### src/rtl/stk_pkg.sv
package stk_pkg;
  typedef enum logic [1:0] {
    OP_PUSH    = 2'd0,
    OP_POP     = 2'd1,
    OP_SAVE    = 2'd2,
    OP_RESTORE = 2'd3
  } stk_op_e;

  typedef enum logic [1:0] {
    ST_IDLE    = 2'd0,
    ST_SAVE_HI = 2'd1,
    ST_REST_LO = 2'd2
  } stk_state_e;
endpackage

### src/rtl/stk_pointer.sv
module stk_pointer #(
  parameter int PTR_W    = 16,
  parameter int TOP_ADDR = 16'h025F
) (
  input  logic             clk,
  input  logic             rst_n,
  input  logic             dec,
  input  logic             inc,
  input  logic             io_we,
  input  logic             io_sel,
  input  logic [7:0]       io_wdata,
  output logic [PTR_W-1:0] sp,
  output logic [7:0]       io_rdata
);
  localparam logic [PTR_W-1:0] TOP = TOP_ADDR[PTR_W-1:0];

  generate
    if (PTR_W > 8) begin : g_wide
      always_ff @(posedge clk or negedge rst_n) begin
        if (!rst_n) sp <= TOP;
        else if (io_we) begin
          if (io_sel) sp[PTR_W-1:8] <= io_wdata[PTR_W-9:0];
          else        sp[7:0]       <= io_wdata;
        end
        else if (dec) sp <= sp - 1'b1;
        else if (inc) sp <= sp + 1'b1;
      end
      always_comb begin
        io_rdata = 8'h00;
        if (io_sel) io_rdata[PTR_W-9:0] = sp[PTR_W-1:8];
        else        io_rdata = sp[7:0];
      end
    end else begin : g_narrow
      always_ff @(posedge clk or negedge rst_n) begin
        if (!rst_n) sp <= TOP;
        else if (io_we) begin
          if (!io_sel) sp <= io_wdata;
        end
        else if (dec) sp <= sp - 1'b1;
        else if (inc) sp <= sp + 1'b1;
      end
      assign io_rdata = io_sel ? 8'h00 : sp;
    end
  endgenerate
endmodule

### src/rtl/stk_sequencer.sv
module stk_sequencer
  import stk_pkg::*;
#(
  parameter int PTR_W = 16
) (
  input  logic             clk,
  input  logic             rst_n,
  input  logic [PTR_W-1:0] sp,
  input  logic             req_valid,
  output logic             req_ready,
  input  logic [1:0]       req_op,
  input  logic [15:0]      req_data,
  output logic             rsp_valid,
  output logic [15:0]      rsp_data,
  output logic             busy,
  output logic             dec,
  output logic             inc,
  output logic             mem_en,
  output logic             mem_we,
  output logic [PTR_W-1:0] mem_addr,
  output logic [7:0]       mem_wdata,
  input  logic [7:0]       mem_rdata
);
  stk_state_e state, state_nx;
  logic [7:0] save_hi_q, rest_hi_q;
  logic       pop_pend, rest_pend;
  logic       take;
  stk_op_e    op;

  assign op        = stk_op_e'(req_op);
  assign busy      = (state != ST_IDLE);
  assign req_ready = !busy;
  assign take      = req_valid && req_ready;

  always_comb begin
    state_nx  = state;
    mem_en    = 1'b0;
    mem_we    = 1'b0;
    mem_addr  = sp;
    mem_wdata = 8'h00;
    dec       = 1'b0;
    inc       = 1'b0;
    unique case (state)
      ST_IDLE: if (take) begin
        mem_en = 1'b1;
        unique case (op)
          OP_PUSH: begin
            mem_we = 1'b1; mem_wdata = req_data[7:0]; dec = 1'b1;
          end
          OP_POP: begin
            mem_addr = sp + 1'b1; inc = 1'b1;
          end
          OP_SAVE: begin
            mem_we = 1'b1; mem_wdata = req_data[7:0]; dec = 1'b1;
            state_nx = ST_SAVE_HI;
          end
          OP_RESTORE: begin
            mem_addr = sp + 1'b1; inc = 1'b1;
            state_nx = ST_REST_LO;
          end
        endcase
      end
      ST_SAVE_HI: begin
        mem_en = 1'b1; mem_we = 1'b1; mem_wdata = save_hi_q; dec = 1'b1;
        state_nx = ST_IDLE;
      end
      ST_REST_LO: begin
        mem_en = 1'b1; mem_addr = sp + 1'b1; inc = 1'b1;
        state_nx = ST_IDLE;
      end
      default: state_nx = ST_IDLE;
    endcase
  end

  always_ff @(posedge clk or negedge rst_n) begin
    if (!rst_n) begin
      state     <= ST_IDLE;
      save_hi_q <= 8'h00;
      rest_hi_q <= 8'h00;
      pop_pend  <= 1'b0;
      rest_pend <= 1'b0;
    end else begin
      state     <= state_nx;
      pop_pend  <= (state == ST_IDLE) && take && (op == OP_POP);
      rest_pend <= (state == ST_REST_LO);
      if ((state == ST_IDLE) && take && (op == OP_SAVE)) save_hi_q <= req_data[15:8];
      if (state == ST_REST_LO) rest_hi_q <= mem_rdata;
    end
  end

  assign rsp_valid = pop_pend || rest_pend;
  assign rsp_data  = rest_pend ? {rest_hi_q, mem_rdata} : {8'h00, mem_rdata};


  busy_once_chk: assert property (@(posedge clk) disable iff (!rst_n)
    busy |=> !busy);

  save_tail_chk: assert property (@(posedge clk) disable iff (!rst_n)
    (state == ST_SAVE_HI) |-> (mem_en && mem_we && mem_addr == sp));
endmodule

### src/rtl/stk_guard.sv
module stk_guard #(
  parameter int PTR_W      = 16,
  parameter int GUARD_ADDR = 16'h0040
) (
  input  logic             clk,
  input  logic             rst_n,
  input  logic             acc,
  input  logic [PTR_W-1:0] addr,
  input  logic             clr,
  output logic             err
);
  localparam logic [PTR_W-1:0] GUARD = GUARD_ADDR[PTR_W-1:0];
  logic hit;
  assign hit = acc && (addr <= GUARD);

  always_ff @(posedge clk or negedge rst_n) begin
    if (!rst_n)   err <= 1'b0;
    else if (hit) err <= 1'b1;
    else if (clr) err <= 1'b0;
  end
endmodule

### src/rtl/stack_ptr_unit.sv
module stack_ptr_unit
  import stk_pkg::*;
#(
  parameter int HIGH_REG   = 1,
  parameter int TOP_ADDR   = 16'h025F,
  parameter int GUARD_ADDR = 16'h0040,
  localparam int PTR_W     = (HIGH_REG != 0) ? 16 : 8
) (
  input  logic             clk,
  input  logic             rst_n,
  input  logic             req_valid,
  output logic             req_ready,
  input  logic [1:0]       req_op,
  input  logic [15:0]      req_data,
  output logic             rsp_valid,
  output logic [15:0]      rsp_data,
  output logic             busy,
  output logic             mem_en,
  output logic             mem_we,
  output logic [PTR_W-1:0] mem_addr,
  output logic [7:0]       mem_wdata,
  input  logic [7:0]       mem_rdata,
  input  logic             io_we,
  input  logic             io_sel,
  input  logic [7:0]       io_wdata,
  output logic [7:0]       io_rdata,
  output logic             err
);
  localparam logic [PTR_W-1:0] GUARD = GUARD_ADDR[PTR_W-1:0];
  logic [PTR_W-1:0] sp;
  logic             dec, inc;

  stk_pointer #(.PTR_W(PTR_W), .TOP_ADDR(TOP_ADDR)) u_ptr (
    .clk(clk), .rst_n(rst_n), .dec(dec), .inc(inc),
    .io_we(io_we), .io_sel(io_sel), .io_wdata(io_wdata),
    .sp(sp), .io_rdata(io_rdata)
  );

  stk_sequencer #(.PTR_W(PTR_W)) u_seq (
    .clk(clk), .rst_n(rst_n), .sp(sp),
    .req_valid(req_valid), .req_ready(req_ready), .req_op(req_op), .req_data(req_data),
    .rsp_valid(rsp_valid), .rsp_data(rsp_data), .busy(busy),
    .dec(dec), .inc(inc),
    .mem_en(mem_en), .mem_we(mem_we), .mem_addr(mem_addr),
    .mem_wdata(mem_wdata), .mem_rdata(mem_rdata)
  );

  stk_guard #(.PTR_W(PTR_W), .GUARD_ADDR(GUARD_ADDR)) u_guard (
    .clk(clk), .rst_n(rst_n), .acc(mem_en), .addr(mem_addr),
    .clr(io_we && !io_sel), .err(err)
  );

  logic take;
  assign take = req_valid && req_ready;


  push_step_chk: assert property (@(posedge clk) disable iff (!rst_n)
    (take && req_op == 2'd0 && !io_we) |=> (sp == $past(sp) - 1'b1));

  pop_rsp_chk: assert property (@(posedge clk) disable iff (!rst_n)
    (take && req_op == 2'd1) |=> (rsp_valid && rsp_data[15:8] == 8'h00));

  rest_rsp_chk: assert property (@(posedge clk) disable iff (!rst_n)
    (take && req_op == 2'd3) |=> (!rsp_valid && busy) ##1 rsp_valid);

  guard_set_chk: assert property (@(posedge clk) disable iff (!rst_n)
    (mem_en && mem_addr <= GUARD) |=> err);
endmodule

### config.mk
export PLATFORM = sky130hd
export DESIGN_NAME = stack_ptr_unit
export DESIGN_NICKNAME = d
export VERILOG_FILES = /design/src/rtl/stk_pkg.sv /design/src/rtl/stk_pointer.sv /design/src/rtl/stk_sequencer.sv /design/src/rtl/stk_guard.sv /design/src/rtl/stack_ptr_unit.sv
export SDC_FILE = /design/constraint.sdc
export NUM_CORES = 1
export LEC_CHECK = 0
export BUFFER_PORTS_ARGS = -buffer_cell sky130_fd_sc_hd__clkbuf_2
export CORE_MARGIN = 10
export CORE_UTILIZATION = 56
export DETAILED_ROUTE_END_ITERATION = 7
export GPL_ROUTABILITY_DRIVEN = 1
export PLACE_DENSITY = 0.84
export SYNTH_ARGS = -nofsm -noshare
export SYNTH_HDL_FRONTEND = slang
export SYNTH_SLANG_ARGS = --single-unit
export TNS_END_PERCENT = 50
### constraint.sdc
create_clock -name clk -period 3.7 [get_ports clk]
set_clock_uncertainty 0.15 [all_clocks]
set_input_delay 0 -clock clk [delete_from_list [all_inputs] [get_ports clk]]
set_output_delay 0 -clock clk [all_outputs]
set_load 0.05 [all_outputs]
==> flow_metrics.py, run 1 <==
metrics = {
    "worst_setup_path": {
        "r2r_end": "u_guard.err$_DFFE_PN0P_",
        "r2r_slack_ns": 0.63,
        "r2r-start": "u_seq.state[0]$_DFFE_PN0P_",
        "crit_fanout": 16,
        "crit_path_start": "u_seq.state[0]$_DFFE_PN0P_",
        "worstPathArrival_ns": 3.13,
        "crit_type": "reg2reg",
        "cp.required_ns": 3.76,
        "cp-end-kind": "flip-flop",
        "critPathLaunchType": "flip-flop",
        "worstRegToRegCells": 8,
    },
    "timing": {
        "period_minus_slack_ns": 3.07,
        "worstMarginPinSlew_ns": 0.957,
        "setup-tns-final_ns": 0,
        "maxSlewViolCount": 0,
        "finalSetupViolCount": 0,
        "rsz0062_at_grt": "no",
        "period_share": 0.829,
        "fmax_mhz": 326,
        "relSlewSlack": 0.362,
        "finalHoldViolations": 0,
    },
    "synthesis": {
        "synthFlopType": "dfrtp_1",
        "syn_avg_cell_area_um2": 8.64,
        "async_flop_share": 1.00,
        "ys_seq_area_frac": 0.305,
        "synth_edf_count": 0,
        "synth_seq_cells": 37,
        "synth_area_um2": 3070,
        "syn_nets": 400,
        "ys_warn_count": 0,
        "syn_inst": 355,
        "synth.distinct_cells": 63,
    },
    "die": {
        "initial_utilization": 0.589,
        "die_h_um": 94.0,
        "die-area_um2": 8840,
        "core_area_um2": 5200,
        "io-pin-count": 93,
        "row_count": 26,
        "fp.dieW_um": 94.0,
    },
    "final_layout": {
        "layout.nets": 491,
        "postLayoutCellArea_um2": 3740,
        "syn2layout_area_growth_pct": 21.9,
        "drive_gt1_frac": 0.329,
        "final_common_cell": "clkbuf_2",
        "layout_common_cells": "clkbuf_2, o21ai_0, dfrtp_1, dlygate4sd3_1, nand2_1",
        "antenna_cells": 0,
    },
    "drt": {
        "drtAntennaViolNets": 0,
        "wl_um": 9890,
        "avgRoutedWirePerCell_um": 19.1,
        "num_vias": 3326,
        "first_pass_iters": 7,
        "via_per_inst": 6.43,
        "drt_iter0_markers": 528,
        "drc": 0,
    },
    "run_status": {
        "status": "complete, no violations",
    },
    "grt": {
        "grt_max_degree": 38,
        "antenna_found_initial": 0,
        "grt.overflow.total": 0,
        "grt_pass1_wl_um": 16200,
        "grt_usage": 0.224,
        "grt_pass1_vias": 3180,
    },
    "clock_tree": {
        "cts_resized": 0,
        "cts_sinks": 37,
        "cts_buffer_depth": 2,
        "cts_buffers": 5,
        "cts_tree": "yes",
        "clockRootBuffer": "clkbuf_8",
        "clk_pin_slew_worst_paths_ns": 0.08,
        "clk-insertion-delay-late_ns": 0.30,
        "htree_levels": 2,
    },
    "placement": {
        "hpwl_um": 6980,
        "io_buffers": 92,
        "dpl-instance-area_um2": 3360,
        "gp_congestion": 0.926,
    },
    "min_path": {
        "worstHoldStart": "io_wdata[3]",
        "holdPathStages": 4,
        "hold_class": "in2reg",
        "hold_end": "u_ptr.sp[11]$_DFFE_PN0P_",
    },
    "run": {
        "drv_cap": 0,
    },
    "power_and_ir_drop": {
        "pwr_density_cell_nw_per_um2": 685,
        "vdd_drop_max_mv": 0.589,
        "p_leak_nw": 1.67,
    },
}
==> cells in the mapped netlist, types with 3 or more instances <==
| library cell | count | share of area |
|---|---|---|
| ha_1 | 6 | 0.024 |
| a31oi_1 | 11 | 0.022 |
| and3_1 | 5 | 0.010 |
| clkbuf_1 | 11 | 0.013 |
| clkbuf_8 | 5 | 0.022 |
| buf_4 | 10 | 0.024 |
| buf_6 | 4 | 0.015 |
| a22o_1 | 9 | 0.026 |
| o211ai_1 | 4 | 0.0098 |
| or3_1 | 3 | 0.0061 |
| o21ai_0 | 33 | 0.054 |
| o21ai_1 | 5 | 0.0082 |
| a21oi_1 | 11 | 0.018 |
| mux2_2 | 23 | 0.084 |
| nor2_1 | 26 | 0.032 |
| buf_2 | 7 | 0.011 |
| nand2_1 | 27 | 0.033 |
| o22ai_1 | 3 | 0.0061 |
| inv_1 | 13 | 0.016 |
| a31o_2 | 3 | 0.0086 |
| a21o_1 | 3 | 0.0073 |
| dfstp_2 | 7 | 0.060 |
| and4_1 | 3 | 0.0086 |
| or4_1 | 4 | 0.0098 |
| o31ai_1 | 8 | 0.020 |
| and2_1 | 9 | 0.018 |
| nand3_1 | 9 | 0.015 |
| a22oi_1 | 9 | 0.022 |
| o2bb2ai_1 | 4 | 0.011 |
| nand4_1 | 6 | 0.012 |
| dfrtp_1 | 30 | 0.24 |
| nor3_1 | 3 | 0.0049 |
==> layout make-up <==
class / instances / area (um2)
Inverter: 14 / 52.6
Fill cell: 415 / 1470
Clock buffer: 5 / 68.8
Sequential cell: 37 / 935
Tap cell: 70 / 87.6
Clock inverter: 3 / 21.3
Timing Repair Buffer: 121 / 751
Multi-Input combinational cell: 267 / 1820
==> timing repair <==
item,in CTS,in global routing
endpoints found under the hold margin,61,0
buffers inserted,0,0
hold buffers,29,0
==> registers in the layout, summed over array words and instances, names as in the netlist <==
register and flops:
u_seq.rest_hi_q 8, u_seq.rest_pend 1, u_ptr.sp 16, u_guard.err 1, u_seq.state 2, u_seq.pop_pend 1
u_seq.save_hi_q 8
==> worst max-delay path, cell delays in order (launching register included) <==
cell      delay [ns]
dfrtp_1         0.41
inv_1           0.08
ha_1            0.43
a31oi_2         0.70
nor4b_1         0.16
o22ai_1         0.22
o211ai_1        0.11
or4_1           0.47
o31ai_1         0.24
==> how the worst max path moves through the flow <==
| stage | cells after the start | end |
|---|---|---|
| after floorplan | 10 | u_guard.err$_DFFE_PN0P_ |
| after global placement | 8 | u_guard.err$_DFFE_PN0P_ |
| after detailed placement | 8 | u_guard.err$_DFFE_PN0P_ |
| after CTS | 8 | u_guard.err$_DFFE_PN0P_ |
| after global routing | 8 | u_guard.err$_DFFE_PN0P_ |
| final | 8 | u_guard.err$_DFFE_PN0P_ |
==> per-stage QoR <==
step	utilization	total power, W	cells	worst slack, ns	hold slack, ns
after floorplan	-	0.00192	355	0.282	-0.446
after global placement	0.645	0.00219	480	0.847	0.0296
after detailed placement	0.645	0.00222	480	0.700	0.0444
after CTS	0.718	0.00254	517	0.672	0.0315
after global routing	0.718	0.00270	517	0.431	0.0675
final	0.718	0.00256	517	0.632	0.0428
==> cells by family after synthesis <==
logic type      synth area share
compound gates             0.275
simple gates               0.198
buf+inv                    0.104
mux                       0.0909
xor+xnor                 0.00286
fa+ha+maj                 0.0245
flops                      0.305
==> where the power goes <==
part / total (W) / internal, W / switching (W)
logic: 0.00147 / 0.000446 / 0.00102
clock network: 0.000296 / 0.000134 / 0.000162
registers: 0.000796 / 0.000567 / 0.000228
==> layer usage <==
metal	up-vias	wire, um	global-route usage
met5	-	0	0
met4	0	235	0.0709
met3	25	957	0.0480
met2	216	4770	0.378
met1	1570	3920	0.277
li1	1515	-	-
No activity file was read; power rests on OpenSTA's default activity.
==> inputs of run 2 (changes only) <==
Settings changed: CORE_UTILIZATION 56 to 52, PLACE_DENSITY 0.84 to 0.79.
Clock period 3.7 ns to 2.88 ns, I/O delays scaled along.
==> flow_metrics.py, run 2 (same netlist as run 1, synthesis figures left out) <==
metrics = {
    "die": {
        "die_h_um": 96.8,
        "row_count": 27,
        "initial_utilization": 0.547,
        "die-area_um2": 9370,
        "io-pin-count": 93,
        "fp.dieW_um": 96.8,
        "core_area_um2": 5610,
    },
    "worst_setup_path": {
        "path_cells": "inv_1 > ha_2 > a31oi_2 > buf_4 > o41a_1 > a31oi_4 > clkbuf_2",
        "cp.required_ns": 2.73,
        "crit_buf_inv": 3,
        "r2r_end": "u_ptr.sp[4]$_DFFE_PN1P_",
        "critPathLaunchType": "flip-flop",
        "crit_type": "reg2out",
        "r2r_slack_ns": 0.29,
        "cp.depth": 7,
        "crit_fanout": 12,
        "cp_top_family": "compound AO/OA/AOI/OAI gates",
        "r2r-start": "u_seq.state[0]$_DFFE_PN0P_",
        "cpPeakStageDelay_ns": 0.47,
        "worstPathArrival_ns": 2.45,
        "crit_path_start": "u_seq.state[0]$_DFFE_PN0P_",
        "worstRegToRegCells": 9,
        "crit_path_top_delay_cell": "o41a_1",
        "cp-end-kind": "primary output",
        "crit_end": "mem_addr[11]",
    },
    "clock_tree": {
        "cts_sinks": 37,
        "cts_tree": "yes",
        "htree_levels": 2,
        "clk-insertion-delay-late_ns": 0.30,
        "cts_buffers": 5,
        "cts_buffer_depth": 2,
        "clockRootBuffer": "clkbuf_8",
        "post_cts_buffers": 0,
        "clk_pin_slew_worst_paths_ns": 0.09,
    },
    "timing": {
        "finalHoldViolations": 0,
        "maxSlewViolCount": 0,
        "relSlewSlack": 0.384,
        "period_share": 0.904,
        "period_minus_slack_ns": 2.60,
        "setup-tns-final_ns": 0,
        "finalSetupViolCount": 0,
        "rsz0062_at_grt": "no",
        "worstMarginPinSlew_ns": 0.924,
        "fmax_mhz": 384,
    },
    "grt": {
        "met2_usage": 0.356,
        "grt_pass1_vias": 3225,
        "grt_max_degree": 38,
        "use_met1": 0.259,
        "grt_pass1_wl_um": 17000,
        "grt.overflow.total": 0,
        "grt_usage": 0.211,
        "use_met3": 0.0490,
        "antenna_found_initial": 0,
        "grt.busiest_layer": "met2",
    },
    "final_layout": {
        "fill_cells": 456,
        "syn2layout_area_growth_pct": 25.2,
        "drive_gt1_frac": 0.356,
        "layout.nets": 499,
        "antenna_cells": 0,
        "top_regs": "u_ptr.sp (16), u_seq.rest_hi_q (8), u_seq.save_hi_q (8)",
        "postLayoutCellArea_um2": 3840,
        "final_common_cell": "clkbuf_2",
        "layout_common_cells": "clkbuf_2, o21ai_0, dfrtp_1, dlygate4sd3_1, nand2_1",
        "largest_register": "u_ptr.sp",
        "largest_reg_flops": 16,
    },
    "power_and_ir_drop": {
        "comb_power_share": 0.590,
        "total_power_w": 0.00340,
        "switchingPower_w": 0.00187,
        "vdd_drop_max_mv": 0.687,
        "p_sw_frac": 0.552,
        "power_frac_seq": 0.296,
        "p_leak_nw": 1.71,
        "power_frac_clock": 0.114,
        "p_int_w": 0.00152,
        "pwr_density_cell_nw_per_um2": 885,
    },
    "drt": {
        "wl_um": 10400,
        "via_per_inst": 6.28,
        "num_vias": 3309,
        "drc": 0,
        "avgRoutedWirePerCell_um": 19.8,
        "drtAntennaViolNets": 0,
        "first_pass_iters": 5,
        "drt_iter0_markers": 301,
    },
    "placement": {
        "io_buffers": 92,
        "hpwl_um": 7520,
        "gp_congestion": 0.968,
        "dpl-instance-area_um2": 3470,
    },
    "min_path": {
        "hold_class": "in2reg",
    },
    "run": {
        "drv_cap": 0,
    },
    "run_status": {
        "status": "complete, no violations",
    },
}
[run 2: cell count changes in the layout (fill, tap and decap cells not counted), sizes merged]
cell         change
buf              +9
dlygate4sd3      -1
[run 2: per-layer routing]
layer / vias up / routed length (um)
met5: - / 0
met4: 0 / 226
met3: 21 / 822
met2: 174 / 5110
met1: 1587 / 4250
li1: 1527 / -
[run 2: what timing repair did]
action,4_1_cts,5_1_grt
endpoints found under the hold margin,61,0
setup endpoints to repair,0,2
resized for setup,0,1
hold buffers,28,0
[run 2: worst min path at each step]
stage                                           to  depth (start not counted)         from  slack, ns
finish                     u_ptr.sp[2]$_DFFE_PN1P_                          4  io_wdata[2]      0.005
global route               u_ptr.sp[2]$_DFFE_PN1P_                          4  io_wdata[2]       0.03
CTS                        u_ptr.sp[2]$_DFFE_PN1P_                          4  io_wdata[2]      0.002
detailed placement  u_seq.rest_hi_q[7]$_DFFE_PN0P_                          1        rst_n       0.05
global placement    u_seq.rest_hi_q[3]$_DFFE_PN0P_                          1        rst_n       0.03
floorplan                  u_guard.err$_DFFE_PN0P_                          0        rst_n      -0.45
[run 2: power by group through the flow]
stage	clock network, W	registers, W	logic [W]
6_report	0.000386	0.00101	0.00201
5_1_grt	0.000414	0.00103	0.00214
4_1_cts	0.000388	0.000990	0.00199
3_5_place_dp	0	0.00100	0.00196
3_3_place_gp	0	0.000982	0.00192
2_1_floorplan	0	0.000835	0.00167
[run 2: worst reg2reg max path: cells and delay by family (launching register included)]
family                     cells  cell delay [ns]
buffers and inverters          2             0.29
AOI/OAI and AO/OA              3             0.65
and+or+nand+nor                3             0.68
adders and majority gates      1             0.32
DFF                            1             0.42
[run 2: final cells by class]
type,instances,area [um2],share of cell area
Timing Repair Buffer,129,808,0.210
Clock inverter,3,21.3,0.00554
Clock buffer,5,68.8,0.0179
Multi-Input combinational cell,267,1870,0.486
Inverter,14,52.6,0.0137
Tap cell,72,90.1,0.0234
Sequential cell,37,935,0.243
[run 2: per-stage QoR]
stage               utilization  hold WS (ns)  worst slack [ns]  cells
global route              0.685        0.0326             0.129    527
global placement          0.619        0.0290             0.319    491
CTS                       0.685       0.00200             0.224    527
floorplan                     -        -0.446            0.0365    355
detailed placement        0.619        0.0467             0.258    491
finish                    0.685       0.00498             0.276    527
